**src/rtl/kpw_pkg.sv**
```systemverilog
`timescale 1ns/1ps
package kpw_pkg;

    localparam int unsigned DATA_W   = 32;
    localparam int unsigned ADDR_W   = 4;
    localparam logic [DATA_W-1:0] UNLOCK_KEY = 32'hF1D0_DEAD;

    // status word layout: one bit per event source, starting at THR_BIT
    localparam int unsigned THR_BIT  = 8;
    localparam int unsigned TMO_BIT  = 9;
    localparam int unsigned NUM_SRC  = 2;

    typedef enum logic [1:0] {
        SEL_COUNT  = 2'd0,
        SEL_THRESH = 2'd1,
        SEL_ENABLE = 2'd2,
        SEL_KEY    = 2'd3
    } reg_sel_e;

    typedef enum logic {
        GATE_LOCKED = 1'b0,
        GATE_OPEN   = 1'b1
    } gate_e;

    typedef struct packed {
        logic              load;
        logic              thresh;
        logic              enable;
        logic [DATA_W-1:0] data;
    } wr_cmd_t;

    function automatic reg_sel_e decode_sel(input logic [ADDR_W-1:0] a);
        return reg_sel_e'(a[3:2]);
    endfunction

    function automatic logic key_match(input logic [DATA_W-1:0] d);
        return d == UNLOCK_KEY;
    endfunction

endpackage

```
**src/rtl/kpw_keygate.sv**
```systemverilog
`timescale 1ns/1ps
module kpw_keygate
    import kpw_pkg::*;
(
    input  logic              clk,
    input  logic              rst,
    input  logic              wr,
    input  logic [ADDR_W-1:0] addr,
    input  logic [DATA_W-1:0] wdata,
    output wr_cmd_t           cmd,
    output gate_e             gate_q
);

    reg_sel_e sel;

    always_comb begin
        sel        = decode_sel(addr);
        cmd        = '0;
        cmd.data   = wdata;
        if (wr && gate_q == GATE_OPEN) begin
            case (sel)
                SEL_COUNT:  cmd.load   = 1'b1;
                SEL_THRESH: cmd.thresh = 1'b1;
                SEL_ENABLE: cmd.enable = 1'b1;
                default:    ;
            endcase
        end
    end

    // every write spends the gate; only the key itself re-opens it
    always_ff @(posedge clk) begin
        if (rst) begin
            gate_q <= GATE_LOCKED;
        end else if (wr) begin
            gate_q <= (sel == SEL_KEY && key_match(wdata)) ? GATE_OPEN : GATE_LOCKED;
        end
    end

endmodule

```
**src/rtl/kpw_counter.sv**
```systemverilog
`timescale 1ns/1ps
module kpw_counter
    import kpw_pkg::*;
#(
    parameter int unsigned CNT_W = DATA_W
) (
    input  logic             clk,
    input  logic             rst,
    input  wr_cmd_t          cmd,
    output logic [CNT_W-1:0] cnt_q,
    output logic [CNT_W-1:0] thr_q,
    output logic             run_q,
    output logic             hit_thr,
    output logic             hit_zero
);

    logic cnt_zero;

    assign cnt_zero = (cnt_q == '0);

    always_ff @(posedge clk) begin
        if (rst) begin
            cnt_q <= '0;
            thr_q <= '0;
            run_q <= 1'b0;
        end else begin
            if (cmd.enable) run_q <= cmd.data[0];
            if (cmd.thresh) thr_q <= cmd.data[CNT_W-1:0];
            if (cmd.load) begin
                cnt_q <= cmd.data[CNT_W-1:0];
            end else if (run_q && !cnt_zero) begin
                cnt_q <= cnt_q - 1'b1;
            end
        end
    end

    assign hit_thr  = run_q && (thr_q != '0) && (cnt_q == thr_q);
    assign hit_zero = run_q && cnt_zero;

endmodule

```
**src/rtl/kpw_irqstat.sv**
```systemverilog
`timescale 1ns/1ps
module kpw_irqstat
    import kpw_pkg::*;
#(
    parameter int unsigned NSRC = NUM_SRC,
    parameter int unsigned BASE = THR_BIT,
    parameter int unsigned W    = DATA_W
) (
    input  logic            clk,
    input  logic            rst,
    input  logic [NSRC-1:0] set_i,
    input  logic            clr_i,
    input  logic [W-1:0]    clr_mask,
    output logic [NSRC-1:0] stat_q
);

    for (genvar g = 0; g < NSRC; g++) begin : g_src
        always_ff @(posedge clk) begin
            if (rst) begin
                stat_q[g] <= 1'b0;
            end else if (set_i[g]) begin
                stat_q[g] <= 1'b1;
            end else if (clr_i && clr_mask[BASE+g]) begin
                stat_q[g] <= 1'b0;
            end
        end
    end

endmodule

```
**src/rtl/kpw_timer.sv**
```systemverilog
`timescale 1ns/1ps
module kpw_timer
    import kpw_pkg::*;
#(
    parameter int unsigned CNT_W = DATA_W
) (
    input  logic              clk,
    input  logic              rst,
    input  logic [ADDR_W-1:0] reg_addr,
    input  logic              reg_wr,
    input  logic [DATA_W-1:0] reg_wdata,
    output logic [DATA_W-1:0] reg_rdata,
    input  logic              sec_clr,
    input  logic [DATA_W-1:0] sec_clr_mask,
    output logic [DATA_W-1:0] irq_status,
    output logic              irq_thresh,
    output logic              irq_timeout
);

    localparam int unsigned SRC_THR = THR_BIT - THR_BIT;
    localparam int unsigned SRC_TMO = TMO_BIT - THR_BIT;

    wr_cmd_t          cmd;
    gate_e            gate_q;
    logic             key_open;
    logic [CNT_W-1:0] cnt_q;
    logic [CNT_W-1:0] thr_q;
    logic             run_q;
    logic             hit_thr;
    logic             hit_zero;
    logic [NUM_SRC-1:0] ev_set;
    logic [NUM_SRC-1:0] stat_q;

    kpw_keygate u_gate (
        .clk    (clk),
        .rst    (rst),
        .wr     (reg_wr),
        .addr   (reg_addr),
        .wdata  (reg_wdata),
        .cmd    (cmd),
        .gate_q (gate_q)
    );

    assign key_open = (gate_q == GATE_OPEN);

    kpw_counter #(.CNT_W(CNT_W)) u_cnt (
        .clk      (clk),
        .rst      (rst),
        .cmd      (cmd),
        .cnt_q    (cnt_q),
        .thr_q    (thr_q),
        .run_q    (run_q),
        .hit_thr  (hit_thr),
        .hit_zero (hit_zero)
    );

    always_comb begin
        ev_set          = '0;
        ev_set[SRC_THR] = hit_thr;
        ev_set[SRC_TMO] = hit_zero;
    end

    kpw_irqstat #(.NSRC(NUM_SRC), .BASE(THR_BIT), .W(DATA_W)) u_stat (
        .clk      (clk),
        .rst      (rst),
        .set_i    (ev_set),
        .clr_i    (sec_clr),
        .clr_mask (sec_clr_mask),
        .stat_q   (stat_q)
    );

    always_comb begin
        irq_status                     = '0;
        irq_status[THR_BIT +: NUM_SRC] = stat_q;
    end

    assign irq_thresh  = stat_q[SRC_THR];
    assign irq_timeout = stat_q[SRC_TMO];

    // key register never reads back
    always_comb begin
        case (decode_sel(reg_addr))
            SEL_COUNT:  reg_rdata = DATA_W'(cnt_q);
            SEL_THRESH: reg_rdata = DATA_W'(thr_q);
            SEL_ENABLE: reg_rdata = {{(DATA_W-1){1'b0}}, run_q};
            default:    reg_rdata = '0;
        endcase
    end

endmodule

```
**config.mk**
```make
export PLATFORM = sky130hd
export DESIGN_NAME = kpw_timer
export DESIGN_NICKNAME = d
export VERILOG_FILES = /design/src/rtl/kpw_pkg.sv /design/src/rtl/kpw_keygate.sv /design/src/rtl/kpw_counter.sv /design/src/rtl/kpw_irqstat.sv /design/src/rtl/kpw_timer.sv
export SDC_FILE = /design/constraint.sdc
export NUM_CORES = 1
export LEC_CHECK = 0
export ABC_CLOCK_PERIOD_IN_PS = 2900
export BUFFER_PORTS_ARGS = -buffer_cell sky130_fd_sc_hd__buf_2
export CAP_MARGIN = 25
export CORE_MARGIN = 2
export CORE_UTILIZATION = 39
export DETAILED_ROUTE_END_ITERATION = 6
export GPL_TIMING_DRIVEN = 0
export PLACE_DENSITY_LB_ADDON = 0.08
export SYNTH_ARGS = -nofsm -noshare
export SYNTH_HDL_FRONTEND = slang
export SYNTH_SLANG_ARGS = --single-unit
```
**constraint.sdc**
```tcl
create_clock -name clk -period 2.9 [get_ports clk]
set_input_delay 0.145 -clock clk [delete_from_list [all_inputs] [get_ports clk]]
set_output_delay 0.145 -clock clk [all_outputs]
set_load 0.1 [all_outputs]
```
; Word-level counts from Yosys, hierarchy flattened
; Cells that the tools add are included.
; W data, S select, Z words.
[totals]
register_bits = 68
latch_bits = 0
ramBits = 0
mem_bits_ro = 0
in_bits = 72
output_inout_bits = 66
wordCells = 39
n_memories = 0
[op_classes]
n_addsub = 1
n_mul = 0
div = 0
order_cmp = 0
eq_ne = 5
shift = 0
muxes = 12
n_bitwise = 0
n_reduce_logical = 15
[ops]
columns = operator, count
row1 = $pmux W32 S3, 1
row2 = $mux W32, 2
row3 = $eq A32 B32 Y1, 1
row4 = $eq A32 B32 Y1 const B, 1
row5 = $logic_not A32 Y1, 1
row6 = $reduce_bool A32 Y1, 1
row7 = $sub A32 B1 Y32 const B, 1
row8 = $logic_and A1 B1 Y1, 8
row9 = $mux W1, 8
row10 = $reduce_bool A2 Y1, 3
row11 = $eq A2 B2 Y1 const B, 2
row12 = $mux W3, 1
row13 = $eq A2 B1 Y1 const B, 1
row14 = $logic_not A2 Y1, 1
row15 = $logic_not A1 Y1, 1

; Depth between registers and ports, before layout
; Gate-level depths: netlist of run 1.
[logic_depth]
ltp_word = 5
depth_mapped = 9
ltp_nobuf = 7

; Modules after synthesis
; From an unflattened synthesis of run 1, not the netlist that was laid out.
[unflattened]
cells_unflattened = 579
area_unflattened_um2 = 4919.7
[modules_own_cells]
columns = mod, instances, cells_per_inst, area_per_inst_um2
row1 = kpw_counter, 1, 414, 3664.8
row2 = kpw_timer, 1, 106, 787.0
row3 = kpw_keygate, 1, 51, 395.4
row4 = kpw_irqstat, 1, 8, 72.6

; Least setup slack after synthesis of run 1
; Ideal clock, no wire load.
[synth_timing]
path_kind = register -> output
from = register u_cnt.cnt_q[0]
to = output port reg_rdata[0]
t_arrival_ns = 2.794
required_time_ns = 2.755
setup_slack_ns = -0.039
path_stages_with_launch = 4
path_buffers = 1
path_cell_list = dfxtp_1 clkbuf_1 mux2i_1 o21ai_0
[synth_between]
elab_chain_len = 1
[synth_lines]
columns = element, line_no
row1 = from (decl), kpw_counter.sv:10  ; output logic [CNT_W-1:0] cnt_q,
row2 = from (signal assigned), kpw_counter.sv:30  ; cnt_q <= cmd.data[CNT_W-1:0];
row3 = from (signal assigned), kpw_counter.sv:32  ; cnt_q <= cnt_q - 1'b1;
row4 = $pmux W32 S3, kpw_timer.sv:82  ; case (decode_sel(reg_addr))
row5 = to (decl), kpw_timer.sv:12  ; output logic [DATA_W-1:0] reg_rdata,
; Every way passes these cells.

; Worst setup path in the final report of run 1
[layout_timing]
from = register u_cnt.cnt_q[0]
to = register u_cnt.cnt_q[19]
[layout_between]
elab_chain_len = 4
[layout_lines]
columns = element
row1 = branches (longest 4 deep; another with $sub A32 B1 Y32)
; Several ways; the timed one is not identified. The select of a mux whose other input is x is not followed.
; A chain may end at the register's enable or synchronous reset.

==> results of run 1 <==
cell usage after synthesis, types with 3 or more instances:
| cell type | instances | area [sq um] |
|---|---|---|
| xor2_1 | 33 | 289 |
| o21ai_0 | 3 | 15.0 |
| nand4b_1 | 6 | 52.6 |
| nor3_1 | 11 | 55.1 |
| xnor2_1 | 5 | 43.8 |
| a211oi_1 | 5 | 37.5 |
| nand4_1 | 11 | 68.8 |
| o31ai_1 | 5 | 37.5 |
| nand2_1 | 93 | 349 |
| nor2_1 | 63 | 236 |
| nand3b_1 | 4 | 30.0 |
| clkbuf_1 | 42 | 158 |
| or4_1 | 7 | 52.6 |
| nor4_1 | 22 | 138 |
| a31oi_1 | 5 | 31.3 |
| inv_1 | 5 | 18.8 |
| a21oi_1 | 46 | 230 |
| o22ai_1 | 5 | 31.3 |
| dfxtp_1 | 68 | 1360 |
| a311oi_1 | 10 | 87.6 |
| mux2i_1 | 34 | 340 |
| nand3_1 | 12 | 60.1 |
| nor4_4 | 3 | 63.8 |
| or3_1 | 13 | 81.3 |
| nor4bb_1 | 3 | 30.0 |
| and3_1 | 6 | 37.5 |
| buf_4 | 34 | 255 |
| nand2b_1 | 3 | 18.8 |
critical path, cell delays in order (launching register included):
cell and delay (ns):
dfxtp_1 0.30, clkbuf_1 0.44, inv_1 0.09, ha_1 0.28, inv_1 0.16, nor4_4 0.09, a31oi_1 0.70, or3b_1 0.41
a21oi_1 0.14
kinds of logic after synthesis:
group           synth area share (%)
flops                           29.2
simple gates                    31.1
buf+inv                         10.0
fa+ha+maj                      0.268
xor+xnor                        7.14
other cells                   0.0805
mux                             7.30
compound gates                  14.8
flip-flops by register name, summed over array words and instances, names as in the netlist:
register and count:
u_cnt.run_q 1, u_gate.gate_q 1, u_cnt.cnt_q 32, u_cnt.thr_q 32
u_stat.stat_q 2
how the worst max path moves through the flow:
stage | cells after the start | slack [ns] | end | from
floorplan | 4 | 0.44 | reg_rdata[10] | reg_addr[2]
global placement | 8 | 0.27 | u_cnt.cnt_q[19]$_SDFFE_PP0P_ | u_cnt.cnt_q[0]$_SDFFE_PP0P_
detailed placement | 8 | 0.25 | u_cnt.cnt_q[28]$_SDFFE_PP0P_ | u_cnt.cnt_q[0]$_SDFFE_PP0P_
CTS | 8 | 0.23 | u_cnt.cnt_q[28]$_SDFFE_PP0P_ | u_cnt.cnt_q[0]$_SDFFE_PP0P_
global route | 8 | 0.06 | u_cnt.cnt_q[19]$_SDFFE_PP0P_ | u_cnt.cnt_q[0]$_SDFFE_PP0P_
finish | 8 | 0.20 | u_cnt.cnt_q[19]$_SDFFE_PP0P_ | u_cnt.cnt_q[0]$_SDFFE_PP0P_
final cells by class:
type                       count  area [sq um]
fill                        1244          5980
multi-input combinational    482          2940
sequential                    68          1360
buffer                        81           449
timing repair buffer          74           370
clock buffer                  13           260
tap                          143           179
inverter                       5          18.8
clock inverter                 2          10.0
layer usage:
| layer | vias to the layer above | GRT usage [%] |
|---|---|---|
| met5 | - | 0 |
| met4 | 0 | 8.05 |
| met3 | 30 | 2.95 |
| met2 | 226 | 42.9 |
| met1 | 2239 | 35.5 |
| li1 | 2348 | - |
power groups by stage:
stage	Clock (uW)	Sequential, uW	Combinational [uW]
3_3_place_gp	0	955	315
3_5_place_dp	0	955	315
4_1_cts	1030	934	315
2_1_floorplan	0	955	246
6_report	1040	934	319
5_1_grt	1080	934	329
through the flow:
step                      utilization, %  power [uW]
after floorplan                        -        1200
final                               48.3        2290
after global placement              46.0        1270
after CTS                           48.3        2280
after global routing                48.3        2340
after detailed placement            46.0        1270
==> out/qor.csv, run 1 <==
metric,value,unit
status,"finished, final reports clean",
setup_tns,0,ns
yosysWarnings,0,
whs_path_depth,3,
netlist_area,4660,sq um
rr_endpoint,u_cnt.cnt_q[19]$_SDFFE_PP0P_,
start_kind,flip-flop,
die_area,12800,sq um
hold_violations,0,
whs,0.0813,ns
io_buffers,74,
hold_path.class,primary input to flip-flop,
min_period,2.70,ns
ant_nets,0,
ys_types,65,
drt_iter0_markers,343,
fin_cells,868,
layout_setup_ws,0.201,ns
worstPathArrival,2.96,ns
wl,16700,um
max_freq,371,MHz
finClkSkew,0.00677,ns
synth-seq-cells,68,
regToRegSetupSlack,0.20,ns
worstPathRequired,3.16,ns
cts_sinks,68,
grt_pass1_wl,25400,um
cts-root-buf,clkbuf_16,
antenna_found_initial,0,
synthArstFlopShare,0,%
power_density,410,nW/um^2
rr_worst_depth,8,
setup-violations-final,0,
hold_end,u_cnt.thr_q[28]$_SDFFE_PP0P_,
ctsHoldBuffers,0,
start_util,40.3,%
worstReg2RegStart,u_cnt.cnt_q[0]$_SDFFE_PP0P_,
io_pins,138,
die_h,113,um
cts_resized,0,
clockPowerShare,45.3,%
fp.coreArea,11600,sq um
clock_latency,0.33,ns
cts.clk_slew.worst_paths,0.06,ns
vias,4843,
pre_cts_slack,0.252,ns
ir_drop,0.212,mV
rsz0062_at_grt,false,
p_leak,0.00261,uW
drive_gt1_share,19.4,%
synthFlopType,dfxtp_1,
power_frac_seq,40.8,%
wl_met2,7690,um
avgSynthCellArea,7.68,sq um
cts_made_buffers,9,
fp-row-count,39,
fin_nets,794,
top_layer_used,met4,
crit_type,flip-flop to flip-flop,
wl_per_cell,19.3,um
drc,0,
cts_max_level,3,
min_period_over_period,93.1,%
met1_length,7660,um
grt_overflow,0,
first_pass_iters,5,
grt_pass1_vias,4564,
cts_tree,built,
max_cap_viol_count,0,
route.met3.wl,1100,um
dp_hpwl,13100,um
switchingPower,672,uW
grt_max_degree,11,
synthToLayoutAreaGrowth,19.9,%
synth_edf_count,0,
fin_area,5590,sq um
layout_common_cells,"93 x nand2_1, 76 x buf_2, 68 x dfxtp_1",
slew_viol_final,0,
p_comb_share,13.9,%
slew_headroom,35.8,%
track_usage,25.9,%
vias_per_cell,5.58,
globalplace.congestion,0.950,
synth_cells,607,
post_dp_cell_area,5320,sq um
clockBufferDepth,2,
num_antenna_cells,0,
power_switching_share,29.3,%
max_slew.worst_pin.slew,0.959,ns
intPower,1620,uW
cp-end-kind,flip-flop,
ys_seq_area_share,29.2,%
hold_start,reg_wdata[28],
die_w,113,um
placedCellCount,853,
postCtsSetupBuffers,0,
final_common_cell,nand2_1,
critPathMaxFanout,9,
(Power assumes the default switching activity.)
==> run 2, diff against run 1 <==
--- a/config.mk
+++ b/config.mk
@@ -15,4 +15,5 @@
 export PLACE_DENSITY_LB_ADDON = 0.08
 export SYNTH_ARGS = -nofsm -noshare
 export SYNTH_HDL_FRONTEND = slang
+export SYNTH_HIERARCHICAL = 1
 export SYNTH_SLANG_ARGS = --single-unit
==> run 2 against run 1 <==
Design area up 6.6%; clock power up 6%; die area up 5.4%; flip-flop and latch count unchanged; register-to-register slack worse by 0.05 ns; global-route usage up 0.43 points; total power up 4.6%; non-clock buffer count up 26; cell count up 0.92%; combinational power up 14%; synthesized area up 5.6%; clock-buffer cell count down 2; critical path type unchanged; largest cell class unchanged; highest routed layer unchanged.
==> out/qor.csv, run 2 <==
metric,value,unit
worstPathRequired,3.14,ns
io_pins,138,
p_leak,0.00279,uW
min_period_over_period,94.9,%
grt_overflow,0,
synth_area_leaders,"dfxtp_1 28%, mux2i_1 14%, buf_4 9.9%, nor2_1 7.7%, xor2_1 5.7%",
netlist_area,4920,sq um
wl,17400,um
max_slew.worst_pin.slew,0.830,ns
yosysWarnings,6,
hold_path.class,primary input to flip-flop,
ys_seq_area_share,27.7,%
cts_max_level,3,
critPathMaxFanout,10,
fp.coreArea,12500,sq um
die_area,13500,sq um
grt_busiest_layer,met2,
synthArstFlopShare,0,%
fin_nets,772,
rr_worst_depth,8,
drive_gt1_share,27.1,%
final_common_cell,nor2_1,
rr_endpoint,u_cnt/cnt_q[17]$_SDFFE_PP0P_,
antenna_found_initial,0,
grt_max_degree,12,
cts-root-buf,clkbuf_16,
cp_num_buf_inv,2,
cp_top_family,simple AND/OR/NAND/NOR gates,
ir_drop,0.186,mV
worstReg2RegStart,u_cnt/cnt_q[0]$_SDFFE_PP0P_,
slowest_stage,or4b_1,
setup_tns,0,ns
cts_sinks,68,
yosysTopAreaCellShare,27.7,%
avgSynthCellArea,8.50,sq um
clockBufferDepth,2,
synth_edf_count,0,
cp-end-kind,flip-flop,
power_density,402,nW/um^2
io_buffers,75,
synth-seq-cells,68,
start_kind,flip-flop,
grt_util_met1,36.3,%
status,"finished, final reports clean",
yosys-top-cells-count,"101 x nor2_1, 68 x dfxtp_1, 67 x mux2i_1, 65 x buf_4, 32 x xor2_1",
cp_slowest_stage_delay,0.56,ns
cts_made_buffers,9,
drc,0,
wl_per_cell,19.9,um
met2_usage,41.6,%
ant_nets,0,
fin_area,5960,sq um
synth_cells,579,
finClkSkew,0.00903,ns
multi_input_area,2920,sq um
vias_per_cell,5.32,
crit_path_end,u_cnt/cnt_q[17]$_SDFFE_PP0P_,
max_cap_viol_count,0,
max_freq,364,MHz
synthToLayoutAreaGrowth,21.1,%
dp_hpwl,12800,um
first_pass_iters,5,
synthFlopType,dfxtp_1,
start_util,39.5,%
ys_types,67,
rsz0062_at_grt,false,
layout_common_cells,"101 x nor2_1, 80 x buf_2, 68 x dfxtp_1",
grt_pass1_wl,25800,um
num-fill-cells,1276,
slew_viol_final,0,
synth_top_area_cell,dfxtp_1,
whs,0.0736,ns
drt_iter0_markers,334,
fp-row-count,41,
hold_violations,0,
synth.most_common_cell,nor2_1,
globalplace.congestion,0.902,
top_regs,"u_cnt/cnt_q: 32 flops, u_cnt/thr_q: 32 flops, u_stat/stat_q: 2 flops",
post_dp_cell_area,5620,sq um
slew_headroom,44.7,%
regArea,1360,sq um
cts_tree,built,
vias,4656,
path_depth,8,
num_antenna_cells,0,
cts.clk_slew.worst_paths,0.06,ns
die_w,116,um
clock_latency,0.35,ns
grt_pass1_vias,4384,
worstPathArrival,2.99,ns
track_usage,26.3,%
crit_type,flip-flop to flip-flop,
min_period,2.75,ns
grtUsageMet3,4.67,%
regToRegSetupSlack,0.15,ns
cp_cell_sequence,inv_1 -> ha_1 -> or4b_1 -> nor4_4 -> a31oi_1 -> buf_2 -> a32o_1 -> a221oi_1,
worstSetupStartpoint,u_cnt/cnt_q[0]$_SDFFE_PP0P_,
die_h,116,um
setup-violations-final,0,
-- run 2: worst register-to-register path, stage by stage (launching register included) --
cell and delay (ns):
dfxtp_1 0.35, inv_1 0.12, ha_1 0.31, or4b_1 0.56
nor4_4 0.34, a31oi_1 0.18, buf_2 0.25, a32o_1 0.25
a221oi_1 0.29
-- run 2: final cells by class --
type	count	share of cell area, %
plain buffers	101	11.8
clock buffers	11	3.91
clock inverters	5	0.882
inverters	13	0.819
multi-input cells	426	49.1
flip-flops and latches	68	22.9
well taps	172	3.61
repair buffers	80	7.06
-- run 2: what timing repair did --
action | in CTS | in global routing
buffers inserted | 0 | 2
gates resized for setup | 0 | 3
hold endpoints to repair | 2 | 0
hold buffers | 3 | 0
setup endpoints to repair | 0 | 11
-- run 2: logic make-up (layout without fill, tap and decap cells) --
family | count (synthesis) | in the layout | synth area share (%)
fa+ha+maj | 1 | 1 | 0.254
xor+xnor | 36 | 36 | 6.41
other cells | 1 | 30 | 0.0762
simple gates | 219 | 219 | 24.4
buf+inv | 114 | 210 | 15.3
mux | 67 | 67 | 13.6
compound gates | 73 | 73 | 12.3
flops | 68 | 68 | 27.7
-- run 2: metal layers --
layer,part of all wire (%),up-vias
met2,46,161
li1,-,2255
met1,47,2220
met3,5.4,20
met4,1.7,0
met5,0,-
-- run 2: stage by stage --
stage / std cells / power [uW] / util (%) / setup WS [ns]
after floorplan: 608 / 1250 / - / 0.198
after global placement: 855 / 1310 / 45.1 / 0.135
after detailed placement: 855 / 1310 / 45.1 / 0.188
after CTS: 874 / 2410 / 47.6 / 0.146
after global routing: 876 / 2470 / 47.8 / 0.00781
final: 876 / 2400 / 47.8 / 0.149
-- run 2: power by group --
part | internal, uW | leakage (uW) | switching, uW
Combinational | 104 | 0.00210 | 259
Sequential | 934 | 0.000547 | 0.00000000842
Clock | 662 | 0.000139 | 438
Total | 1700 | 0.00279 | 697
-- run 2: worst min-delay path by stage --
stage / startpoint / slack (ns) / endpoint / depth (start not counted)
after floorplan: rst / 0.22 / u_stat/stat_q[0]$_SDFFE_PP0P_ / 1
after detailed placement: sec_clr_mask[9] / 0.36 / u_stat/stat_q[1]$_SDFFE_PP0P_ / 2
final: rst / 0.07 / u_stat/stat_q[1]$_SDFFE_PP0P_ / 2
after CTS: rst / 0.07 / u_stat/stat_q[1]$_SDFFE_PP0P_ / 2
after global routing: rst / 0.08 / u_stat/stat_q[0]$_SDFFE_PP0P_ / 2
after global placement: sec_clr_mask[9] / 0.35 / u_stat/stat_q[1]$_SDFFE_PP0P_ / 2
==> run 3, diff against run 2 <==
--- a/config.mk
+++ b/config.mk
@@ -12,7 +12,7 @@
 export CORE_UTILIZATION = 39
 export DETAILED_ROUTE_END_ITERATION = 6
 export GPL_TIMING_DRIVEN = 0
-export PLACE_DENSITY_LB_ADDON = 0.08
+export PLACE_DENSITY_LB_ADDON = 0.1
 export SYNTH_ARGS = -nofsm -noshare
 export SYNTH_HDL_FRONTEND = slang
 export SYNTH_HIERARCHICAL = 1
==> run 3 against run 2 <==
Global-route usage fell by 0.61 points; first-iteration DRC count is 9.0% higher; worst setup slack improved by 0.057 ns; clock skew fell by 0.0048 ns; flip-flop and latch count did not move; highest routed layer unchanged; combinational power barely moved; maximum frequency increased by 2.1%; critical endpoint is now u_cnt/cnt_q[18]$_SDFFE_PP0P_.
==> out/qor.csv, run 3 (synthesized netlist as in run 2, its figures left out) <==
metric,value,unit
ir_drop,0.196,mV
num_antenna_cells,0,
regArea,1360,sq um
die_area,13500,sq um
slowest_stage,clkbuf_1,
max_slew.worst_pin.slew,0.912,ns
cts_max_level,3,
rsz0062_at_grt,false,
setup_tns,0,ns
cp_cell_sequence,nand2_1 -> nor3_1 -> clkbuf_1 -> clkinv_1 -> clkbuf_1 -> clkbuf_1 -> a311oi_1,
first_pass_iters,5,
critPathMaxFanout,10,
num-fill-cells,1251,
max_freq,371,MHz
power_switching_share,28.7,%
pre_cts_slack,0.178,ns
wl,17000,um
io_buffers,75,
antenna_found_initial,0,
slew_viol_final,0,
top_regs,"u_cnt/cnt_q: 32 flops, u_cnt/thr_q: 32 flops, u_stat/stat_q: 2 flops",
status,"finished, final reports clean",
setup-violations-final,0,
slew_headroom,39.2,%
switchingPower,678,uW
drive_gt1_share,26.7,%
worstReg2RegStart,u_gate/gate_q$_SDFFE_PP0P_,
layout_common_cells,"101 x nor2_1, 80 x buf_2, 68 x dfxtp_1",
cp-end-kind,flip-flop,
hold_end,u_stat/stat_q[1]$_SDFFE_PP0P_,
hold_violations,0,
fin_nets,769,
cp_slowest_stage_delay,0.52,ns
drc,0,
power_density,399,nW/um^2
fp.coreArea,12500,sq um
ant_nets,0,
power_frac_seq,39.5,%
grt_pass1_wl,25500,um
vias_per_cell,5.44,
cts_sinks,68,
drt_iter0_markers,364,
max_cap_viol_count,0,
layout_setup_ws,0.206,ns
whs_path_depth,2,
grt_overflow,0,
io_pins,138,
rr_worst_depth,7,
wl_per_cell,19.5,um
clockPowerShare,45.2,%
fp-row-count,41,
cts.clk_slew.worst_paths,0.05,ns
regToRegSetupSlack,0.21,ns
clock_latency,0.35,ns
clockBufferDepth,2,
synthToLayoutAreaGrowth,20.5,%
vias,4749,
worstPathArrival,2.95,ns
hold_start,sec_clr,
cp_common_cell,clkbuf_1,
finClkSkew,0.00422,ns
multi_input_area,2920,sq um
start_kind,flip-flop,
grt_pass1_vias,4379,
p_leak,0.00277,uW
rr_endpoint,u_cnt/cnt_q[18]$_SDFFE_PP0P_,
p_comb_share,15.3,%
die_h,116,um
min_period_over_period,92.9,%
die_w,116,um
globalplace.congestion,0.913,
start_util,39.5,%
final_common_cell,nor2_1,
hold_path.class,primary input to flip-flop,
cts_made_buffers,9,
dp_hpwl,12500,um
worstPathRequired,3.16,ns
min_period,2.69,ns
grt_max_degree,11,
intPower,1690,uW
cts-root-buf,clkbuf_16,
cts_tree,built,
crit_type,flip-flop to flip-flop,
track_usage,25.7,%
## run 3: changes by cell type in the layout (fill, tap and decap cells not counted)
cell           previous run  this run
clkbuf_8                  0         3
dlygate4sd3_1             3         2
clkbuf_2                  2         1
clkinvlp_4                1         0
bufinv_16                 1         0
clkinv_2                  3         1
buf_4                    67        65
clkbuf_1                 22        24
## run 3: per-stage QoR
| stage | utilization [%] | cell area [sq um] | std cells | total power, uW | hold slack, ns |
|---|---|---|---|---|---|
| after global routing | 47.6 | 5930 | 873 | 2430 | 0.0205 |
| after floorplan | - | 5030 | 608 | 1250 | 0.223 |
| after global placement | 45.1 | 5620 | 855 | 1310 | 0.345 |
| final | 47.6 | 5930 | 873 | 2360 | 0.00988 |
| after CTS | 47.5 | 5920 | 873 | 2380 | 0.00340 |
| after detailed placement | 45.1 | 5620 | 855 | 1310 | 0.357 |
## run 3: critical path: cells and delay by family, from the launching register on
| family | cells | cell delay, ns |
|---|---|---|
| buf+inv | 4 | 1.72 |
| compound gates | 1 | 0.32 |
| flops | 1 | 0.33 |
| simple gates | 2 | 0.24 |
## run 3: worst max-delay path by stage
stage	startpoint	end	slack, ns	depth (start not counted)
2_1_floorplan	u_cnt/cnt_q[0]$_SDFFE_PP0P_	reg_rdata[0]	0.20	2
3_3_place_gp	u_cnt/cnt_q[0]$_SDFFE_PP0P_	u_cnt/cnt_q[20]$_SDFFE_PP0P_	0.20	7
3_5_place_dp	u_cnt/cnt_q[0]$_SDFFE_PP0P_	u_cnt/cnt_q[20]$_SDFFE_PP0P_	0.18	7
4_1_cts	u_cnt/cnt_q[0]$_SDFFE_PP0P_	u_cnt/cnt_q[18]$_SDFFE_PP0P_	0.14	7
5_1_grt	u_gate/gate_q$_SDFFE_PP0P_	u_cnt/cnt_q[23]$_SDFFE_PP0P_	0.02	7
6_report	u_gate/gate_q$_SDFFE_PP0P_	u_cnt/cnt_q[18]$_SDFFE_PP0P_	0.21	7
## run 3: power by group through the flow
stage	sequential, uW	combinational [uW]	clock, uW
after floorplan	955	290	0
after global placement	955	357	0
after CTS	934	361	1080
after global routing	934	377	1120
final	934	361	1070
after detailed placement	955	358	0
## run 3: what timing repair did
item	4_1_cts	5_1_grt
hold buffers	2	0
endpoints found under the setup margin	0	2
buffers inserted	0	0
resized for setup	0	1
endpoints found under the hold margin	2	0
## run 3: routing by layer
| metal | vias to the layer above | routed length (um) | GRT usage [%] | share of wire [%] |
|---|---|---|---|---|
| li1 | 2247 | - | - | - |
| met1 | 2256 | 7510 | 34.9 | 44 |
| met2 | 212 | 7660 | 39.7 | 45 |
| met3 | 34 | 1340 | 5.60 | 7.9 |
| met4 | 0 | 488 | 10.7 | 2.9 |
| met5 | - | 0 | 0 | 0 |
## run 3: cell type report
class	count	area share, %
plain buffers	101	11.8
inverters	13	0.823
clock buffers	15	4.69
clock inverters	1	0.0844
multi-input cells	426	49.3
well taps	172	3.63
flip-flops and latches	68	23.0
repair buffers	77	6.67
